==> src/rtl/fir_cf_pkg.sv <==
package fir_cf_pkg;

    parameter int DATA_W    = 8;
    parameter int COEF_W    = 8;
    parameter int ACC_GUARD = 4;
    localparam int ACC_W    = DATA_W + COEF_W + ACC_GUARD;

    typedef logic signed [DATA_W-1:0] sample_t;
    typedef logic signed [COEF_W-1:0] coef_t;
    typedef logic signed [ACC_W-1:0]  acc_t;

    // registered state of one processing element
    typedef struct packed {
        sample_t x;    // sample moving towards the last element
        logic    xv;   // sample slot tag (zero samples included)
        coef_t   w;    // coefficient moving towards element 0
        logic    wv;   // coefficient slot tag
        logic    wl;   // marks tap 0, closes an output
        acc_t    acc;  // in-place accumulator
        acc_t    ch;   // unload chain stage
        logic    chv;  // unload chain stage valid
    } cell_st_t;

    function automatic acc_t mac(input acc_t a, input sample_t x, input coef_t w);
        acc_t xe;
        acc_t we;
        xe = acc_t'(x);
        we = acc_t'(w);
        return a + xe * we;
    endfunction

endpackage

==> src/rtl/fir_cf_feed.sv <==
module fir_cf_feed
    import fir_cf_pkg::*;
#(
    parameter int TAPS = 5
) (
    input  logic    clk,
    input  logic    rst_n,
    input  logic    samp_valid,
    input  sample_t samp_data,
    input  logic    coef_valid,
    input  coef_t   coef_data,
    output logic    samp_slot,
    output sample_t x_inj,
    output logic    xv_inj,
    output coef_t   w_inj,
    output logic    wv_inj,
    output logic    wl_inj
);

    localparam int            KW   = (TAPS > 1) ? $clog2(TAPS) : 1;
    localparam logic [KW-1:0] KMAX = KW'(TAPS - 1);
    // coefficients enter on the phase that makes them meet samples inside every element
    localparam logic          WPH  = 1'((TAPS - 1) % 2);

    typedef struct packed {
        logic                  ph;
        logic [KW-1:0]         kidx;
        coef_t [TAPS-1:0]      coef;
    } feed_st_t;

    feed_st_t st_d, st_q;
    logic     wslot;

    always_comb begin
        st_d  = st_q;
        wslot = (st_q.ph == WPH);
        st_d.ph = ~st_q.ph;
        if (coef_valid) begin
            for (int i = 0; i < TAPS - 1; i++) begin
                st_d.coef[i] = st_q.coef[i+1];
            end
            st_d.coef[TAPS-1] = coef_data;
        end
        // taps leave in descending order, tap 0 closes each output
        if (wslot) begin
            st_d.kidx = (st_q.kidx == '0) ? KMAX : st_q.kidx - KW'(1);
        end
    end

    always_ff @(posedge clk or negedge rst_n) begin
        if (!rst_n) begin
            st_q      <= '0;
            st_q.kidx <= KMAX;
        end else begin
            st_q <= st_d;
        end
    end

    assign samp_slot = ~st_q.ph;
    assign xv_inj    = samp_slot;
    assign x_inj     = (samp_slot && samp_valid) ? samp_data : '0;
    assign wv_inj    = wslot;
    assign w_inj     = wslot ? st_q.coef[st_q.kidx] : '0;
    assign wl_inj    = wslot && (st_q.kidx == '0);

endmodule

==> src/rtl/fir_cf_cell.sv <==
module fir_cf_cell
    import fir_cf_pkg::*;
(
    input  logic    clk,
    input  logic    rst_n,
    input  sample_t x_in,
    input  logic    xv_in,
    input  coef_t   w_in,
    input  logic    wv_in,
    input  logic    wl_in,
    input  acc_t    ch_in,
    input  logic    chv_in,
    output sample_t x_out,
    output logic    xv_out,
    output coef_t   w_out,
    output logic    wv_out,
    output logic    wl_out,
    output acc_t    ch_out,
    output logic    chv_out,
    output logic    done
);

    cell_st_t st_d, st_q;
    acc_t     sum_c;

    always_comb begin
        st_d  = st_q;
        sum_c = mac(st_q.acc, st_q.x, st_q.w);
        done  = st_q.xv & st_q.wl;

        st_d.x  = x_in;
        st_d.xv = xv_in;
        st_d.w  = w_in;
        st_d.wv = wv_in;
        st_d.wl = wl_in;

        // a meeting happens only where a sample slot is present
        if (st_q.xv) begin
            st_d.acc = done ? '0 : sum_c;
        end

        st_d.ch  = done ? sum_c : ch_in;
        st_d.chv = done | chv_in;
    end

    always_ff @(posedge clk or negedge rst_n) begin
        if (!rst_n) begin
            st_q <= '0;
        end else begin
            st_q <= st_d;
        end
    end

    assign x_out   = st_q.x;
    assign xv_out  = st_q.xv;
    assign w_out   = st_q.w;
    assign wv_out  = st_q.wv;
    assign wl_out  = st_q.wl;
    assign ch_out  = st_q.ch;
    assign chv_out = st_q.chv;

endmodule

==> src/rtl/fir_cf_top.sv <==
module fir_cf_top
    import fir_cf_pkg::*;
#(
    parameter int TAPS = 5
) (
    input  logic              clk,
    input  logic              rst_n,
    input  logic              samp_valid,
    input  logic [DATA_W-1:0] samp_data,
    output logic              samp_slot,
    input  logic              coef_valid,
    input  logic [COEF_W-1:0] coef_data,
    output logic              res_valid,
    output logic [ACC_W-1:0]  res_data
);

    sample_t x_inj;
    logic    xv_inj;
    coef_t   w_inj;
    logic    wv_inj;
    logic    wl_inj;

    sample_t         x_b  [TAPS];
    coef_t           w_b  [TAPS];
    acc_t            ch_b [TAPS];
    logic [TAPS-1:0] xv_vec;
    logic [TAPS-1:0] wv_vec;
    logic [TAPS-1:0] wl_vec;
    logic [TAPS-1:0] chv_vec;
    logic [TAPS-1:0] done_vec;

    fir_cf_feed #(.TAPS(TAPS)) u_feed (
        .clk        (clk),
        .rst_n      (rst_n),
        .samp_valid (samp_valid),
        .samp_data  (samp_data),
        .coef_valid (coef_valid),
        .coef_data  (coef_data),
        .samp_slot  (samp_slot),
        .x_inj      (x_inj),
        .xv_inj     (xv_inj),
        .w_inj      (w_inj),
        .wv_inj     (wv_inj),
        .wl_inj     (wl_inj)
    );

    for (genvar c = 0; c < TAPS; c++) begin : g_cell
        sample_t x_src;
        logic    xv_src;
        coef_t   w_src;
        logic    wv_src;
        logic    wl_src;
        acc_t    ch_src;
        logic    chv_src;

        if (c == 0) begin : g_head
            assign x_src   = x_inj;
            assign xv_src  = xv_inj;
            assign ch_src  = '0;
            assign chv_src = 1'b0;
        end else begin : g_body
            assign x_src   = x_b[c-1];
            assign xv_src  = xv_vec[c-1];
            assign ch_src  = ch_b[c-1];
            assign chv_src = chv_vec[c-1];
        end

        if (c == TAPS - 1) begin : g_tail
            assign w_src  = w_inj;
            assign wv_src = wv_inj;
            assign wl_src = wl_inj;
        end else begin : g_mid
            assign w_src  = w_b[c+1];
            assign wv_src = wv_vec[c+1];
            assign wl_src = wl_vec[c+1];
        end

        fir_cf_cell u_cell (
            .clk     (clk),
            .rst_n   (rst_n),
            .x_in    (x_src),
            .xv_in   (xv_src),
            .w_in    (w_src),
            .wv_in   (wv_src),
            .wl_in   (wl_src),
            .ch_in   (ch_src),
            .chv_in  (chv_src),
            .x_out   (x_b[c]),
            .xv_out  (xv_vec[c]),
            .w_out   (w_b[c]),
            .wv_out  (wv_vec[c]),
            .wl_out  (wl_vec[c]),
            .ch_out  (ch_b[c]),
            .chv_out (chv_vec[c]),
            .done    (done_vec[c])
        );
    end

    assign res_valid = chv_vec[TAPS-1];
    assign res_data  = ch_b[TAPS-1];

endmodule

==> config.mk <==
export PLATFORM = sky130hd
export DESIGN_NAME = fir_cf_top
export DESIGN_NICKNAME = d
export VERILOG_FILES = /design/src/rtl/fir_cf_pkg.sv /design/src/rtl/fir_cf_feed.sv /design/src/rtl/fir_cf_cell.sv /design/src/rtl/fir_cf_top.sv
export SDC_FILE = /design/constraint.sdc
export NUM_CORES = 2
export LEC_CHECK = 0
export BUFFER_PORTS_ARGS = -buffer_cell sky130_fd_sc_hd__buf_2
export CAP_MARGIN = 10
export CORE_AREA = 2 2 313 315
export DETAILED_ROUTE_END_ITERATION = 8
export DIE_AREA = 0 0 315 317
export PLACE_DENSITY = 0.47
export SLEW_MARGIN = 15
export SYNTH_ARGS = -nofsm -noshare
export SYNTH_HDL_FRONTEND = slang
export SYNTH_SLANG_ARGS = --single-unit
==> constraint.sdc <==
create_clock -name clk -period 7.45 [get_ports clk]
set_clock_uncertainty 0.2 [all_clocks]
set_input_delay 0.3725 -clock clk [delete_from_list [all_inputs] [get_ports clk]]
set_output_delay 0.3725 -clock clk [all_outputs]
set_load 0.05 [all_outputs]
### Yosys cells after proc, flatten, opt, wreduce, memory -nomap -nowiden

Cells that the tools add are included.

| word-level totals | value |
|---|---|
| logic and storage cells | 81 |
| bits in registers | 338 |
| output and inout bits | 22 |
| input bits | 20 |

| operators by class | value |
|---|---|
| $mul | 5 |
| bitwise gates (word level) | 10 |
| multiplexer cells | 15 |
| order comparisons | 1 |
| add/subtract/negate cells | 6 |
| reductions and logical operators | 3 |

Operators by type and width:

| kind | count |
|---|---|
| 2-to-1 mux 20 bit | 10 |
| adder 20 bit | 5 |
| multiplier 8 x 8 -> 16 bit | 5 |
| binary-select mux 8 bit (select 3 bit) | 1 |
| 2-to-1 mux 8 bit | 3 |
| AND 1 bit | 5 |
| < comparator 3 x 4 -> 1 bit, second input constant | 1 |
| bitwise OR 1 bit | 4 |
| logical NOT 3 bit | 1 |
| 2-to-1 mux 3 bit | 1 |
| subtractor 3 x 1 -> 3 bit, second input constant | 1 |
| logical AND 1 bit | 2 |
| NOT 1 bit | 1 |

### Logic depth before layout (Yosys ltp)

| depth | value |
|---|---|
| depth in word-level cells | 3 |
| gate-level depth with buffers | 27 |
| depth with buffers taken out | 27 |

### Modules after synthesis

From an unflattened synthesis, not the netlist that was laid out.

| second synthesis, totals | value |
|---|---|
| cells, all modules | 2944 |
| area total of the unflattened synthesis | 31373.8 sq um |

By module, submodules not included:

| module | cells an instance | sequential area each (sq um) | area an instance (sq um) | instances |
|---|---|---|---|---|
| fir_cf_cell (g_cell[1].u_cell ...) | 559 | 1501.4 | 5868.1 | 2 |
| fir_cf_cell (g_cell[3].u_cell) | 562 | 1501.4 | 5920.7 | 1 |
| fir_cf_cell (g_cell[4].u_cell) | 557 | 1501.4 | 5858.1 | 1 |
| fir_cf_cell (g_cell[0].u_cell) | 556 | 1501.4 | 5756.8 | 1 |
| fir_cf_feed | 150 | 1102.3 | 2098.3 | 1 |
| fir_cf_top | 1 | 0.0 | 3.8 | 1 |

### Worst setup path before layout

Ideal clock, no wire load.

| timing path | value |
|---|---|
| kind | reg2reg |
| start point | register g_cell[3].u_cell.st_q (netlist bit g_cell[3].u_cell.x_out[5]) |
| end point | register g_cell[3].u_cell.st_q[40] (netlist bit) |
| arrival time | 5754 ps |
| period minus slack after synthesis | 6083 ps |
| buffers on the path | 0 |
| required time | 7121 ps |
| library setup time | 129 ps |
| slack | 1367 ps |
| stages on the path, launching flop included | 25 |
| cells stage by stage | dfrtp_1 -> and2_1 -> fa_1 -> inv_1 -> fa_1 -> inv_1 -> fa_1 -> inv_1 -> fa_1 -> inv_1 -> ha_1 -> a21oi_1 -> o21bai_1 -> a21oi_1 -> o21bai_1 -> a21oi_1 -> xnor2_1 -> ha_1 -> a22o_1 -> o41ai_1 -> o21ai_1 -> a221o_1 -> o41a_1 -> xnor3_1 -> o2bb2ai_1 |

| between the ends | value |
|---|---|
| longest elaborated chain between the ends | 3 |

RTL lines:

| item | line | text |
|---|---|---|
| start: declaration | fir_cf_cell.sv:23 | `cell_st_t st_d, st_q;` |
| start signal: assignment | fir_cf_cell.sv:50 | `st_q <= st_d;` |
| multiplier 8 x 8 -> 16 bit | fir_cf_pkg.sv:29 | `return a + xe * we;` |
| adder 20 bit | fir_cf_pkg.sv:29 |  |
| 2-to-1 mux 20 bit | fir_cf_cell.sv:39 | `st_d.acc = done ? '0 : sum_c;` |

Every way passes these cells.
A chain may end at the register's enable or synchronous reset.

==> results.yml <==
status:
  outcome: "finished, final reports clean"
die:
  rows: 114
  pin_count: 42
  die_y_um: 317
  fp.dieW_um: 315
  start_util_pct: 29.9
  core-area_mm2: 0.0963
  die_area_mm2: 0.0999
timing:
  finalHoldViolCount: 0
  max_slew_margin_pct: 33.1
  fin_crit_ps: 6730
  slew_violations: 0
  fin_tns_setup_ps: 0
  fmax_mhz: 149
  rsz0062_at_grt: "false"
  fin_crit_sh_pct: 90.3
  setup_violations: 0
  worst_pin_slew_ps: 1000
synth:
  netlist_area_mm2: 0.0287
  synthCells: 2847
  async_flop_share_pct: 100
  synth_edf_count: 0
  ys_seq_area_share_pct: 29.4
  avgSynthCellArea_um2: 10.1
  synthAdderAreaFrac_pct: 30.4
  ys_types: 76
  synth-main-ff-cell: "dfrtp_1"
  yosys.area_share.simple_pct: 12.9
  synth_compound_area_share_pct: 12.2
  syn_nets: 3397
  synth-xor-area-share_pct: 4.86
  synth_top_family_by_area: "adder cells"
  yosysWarnings: 0
  synth-seq-cells: 338
  muxShareOfSynthArea_pct: 2.62
placed_design:
  gp_congestion: 0.798
  port_buffers: 41
  dp_hpwl_um: 53200
  placedCellCount: 4107
global_route:
  use_met2_pct: 23.6
  grt_first_pass_wirelength_um: 112000
  grt_max_degree: 149
  antenna_found_initial: 1
  top_usage_layer: "met2"
  grt_use_met3_pct: 1.63
  overflow: 0
  grt_pass1_vias: 20100
  grtUsageMet1_pct: 19.3
  track_usage_pct: 14.1
clock_tree:
  cts.clk_slew.worst_paths_ps: 60
  clock_latency_ps: 580
  cts_max_level: 2
  cts_sinks: 338
  cts_resized: 0
  cts_buffers: 40
  cts_tree: "yes"
  cts_root_buf: "clkbuf_16"
  max-clock-path-buffers: 3
setup_path:
  critPathLaunchType: "register"
  arrival_ps: 6960
  endpoint_kind: "register"
  cp_data_required_time_ps: 7680
  worstSetupPathType: "register to register"
  crit_fanout: 9
finish:
  fin_nets: 3440
  final_core_util_pct: 33.1
  fin_cells: 4197
  drive_gt1_share_pct: 7.29
  diodes: 0
  syn_to_final_growth_pct: 11.0
drt:
  drt_iter0_markers: 1084
  antenna_left: 0
  via_per_inst: 4.55
  dr.pass1.iters: 5
  drc_errors: 0
  route.vias.total: 19100
  drt_wl_total_um: 68000
  wl_per_cell_um: 16.2
power_and_ir_drop:
  finalPower_uw: 15300
  p_leak_uw: 0.0155
  peakVddDrop_uv: 558
  cellPowerDensity_mw_per_mm2: 480
run:
  drv_cap: 0
hold_path:
  hold_path_class: "input pin to asynchronous set/reset pin"
## area by class of cell
type	count	area [um2]
well taps	1276	1600
clock buffers	54	1160
fillers	9944	64400
flip-flops and latches	338	8460
clock inverters	19	249
multi-input cells	1949	18100
inverters	493	1860
repair buffers	68	485
## worst paths after layout
check | from | end | slack (ps) | depth (start not counted)
max | g_cell[3].u_cell.x_out[6] | g_cell[3].u_cell.ch_out[19] | 720 | 24
min | rst_n | g_cell[0].u_cell.x_out[6] | 120 | 2
max reg2reg | g_cell[3].u_cell.x_out[6] | g_cell[3].u_cell.ch_out[19] | 720 | 24
min reg2reg | g_cell[3].u_cell.wl_out | g_cell[2].u_cell.wl_out | 230 | 0
max in group asynchronous | rst_n | g_cell[3].u_cell.w_out[7] | 5660 | 3
min in group clk | samp_valid | g_cell[0].u_cell.x_out[6] | 140 | 3
## critical path, stage by stage (launching register included)
cell and delay, ps:
dfrtp_1 540, and2_1 230, fa_1 500, inv_1 50, fa_1 490, inv_1 50
fa_1 530, inv_1 50, fa_1 470, inv_1 40, ha_1 300, a21oi_1 210
o21bai_1 90, a21oi_1 230, o21bai_1 100, a21oi_1 270, xnor2_1 210, ha_1 340
a22o_1 230, o41ai_1 290, o21ai_1 190, a221o_1 340, o41a_1 330, xnor3_1 230
o21ai_1 70
## metal layers
metal	vias up	wire (um)
met4	0	1670
met3	78	1680
met5	-	0
li1	9369	-
met2	181	32800
met1	9486	31800
## logic make-up after synthesis
kind of cell | Yosys count
adders and majority gates | 530
DFF | 338
muxes | 59
and+or+nand+nor | 714
xor gates and xnor gates | 149
buffers and inverters | 560
AOI/OAI and AO/OA | 497
## cell usage after synthesis (9+ instances only)
library cell    n  area, um2
and2_1        228       1430
dfrtp_1       337       8430
xor2_1         44        385
and3_1         15       93.8
o21ai_0       119        596
a21boi_0       10       75.1
nand3_1        23        115
xnor2_1        97        850
o21bai_1       21        158
fa_1          280       5610
a31oi_1        17        106
o2bb2ai_1      78        683
nor2b_1        40        250
o21ai_1        11       55.1
a22o_1         12        105
clkbuf_1       38        143
a211oi_1       13       97.6
buf_4          21        158
inv_1         489       1840
ha_1          250       3130
nand3b_1        9       67.6
a21oi_1        72        360
nor2_1         92        345
a21o_1         36        270
nand2b_1       30        188
mux2_2         49        552
or3_1          11       68.8
o21a_1         24        180
o211ai_1       11       82.6
a221o_1         9       90.1
nor3_1         39        195
nand2_1       201        754
## per-stage QoR
step / instance area [um2] / setup slack [ps] / hold slack, ps
6_report: 31900 / 725 / 117
5_1_grt: 31900 / 350 / 137
4_1_cts: 31900 / 743 / 111
3_5_place_dp: 30300 / 769 / 102
3_3_place_gp: 30300 / 824 / 107
2_1_floorplan: 28700 / 1370 / -123
## power breakdown
part           switching, uW  total [uW]  internal, uW
sequential               303        2680          2380
clock                    843        2090          1250
combinational           5960       10500          4580
total                   7110       15300          8210
## flip-flops by register name (all words and copies together) (netlist names)
register               count
g_cell.u_cell.ch_out     100
g_cell.u_cell.chv_out      5
g_cell.u_cell.st_q       100
g_cell.u_cell.w_out       40
g_cell.u_cell.wl_out       5
g_cell.u_cell.x_out       40
g_cell.u_cell.xv_out       5
u_feed.st_q               43
## timing repair
item | in CTS | in global routing
hold buffers | 17 | 0
hold endpoints to repair | 60 | 0
setup buffers | 0 | 0
## cells in the final DEF, fill, tap and decap left out, drive strengths merged, types with 9 or more instances in the layout
| master | count |
|---|---|
| inv | 491 |
| dfrtp | 337 |
| fa | 280 |
| ha | 250 |
| and2 | 229 |
| nand2 | 201 |
| o21ai | 133 |
| xnor2 | 100 |
| nor2 | 92 |
| o2bb2ai | 78 |
| a21oi | 75 |
| clkbuf | 54 |
| buf | 51 |
| mux2 | 49 |
| xor2 | 44 |
| nor2b | 40 |
| nor3 | 39 |
| a21o | 37 |
| nand2b | 30 |
| o21a | 24 |
| nand3 | 23 |
| o21bai | 21 |
| a31oi | 19 |
| dlygate4sd3 | 17 |
| and3 | 15 |
| clkinv | 14 |
| a211oi | 13 |
| a22o | 12 |
| o211ai | 12 |
| or3 | 11 |
| a21boi | 11 |
| nand3b | 9 |
| a221o | 9 |
| or2 | 9 |
No activity file was read; power rests on OpenSTA's default activity.
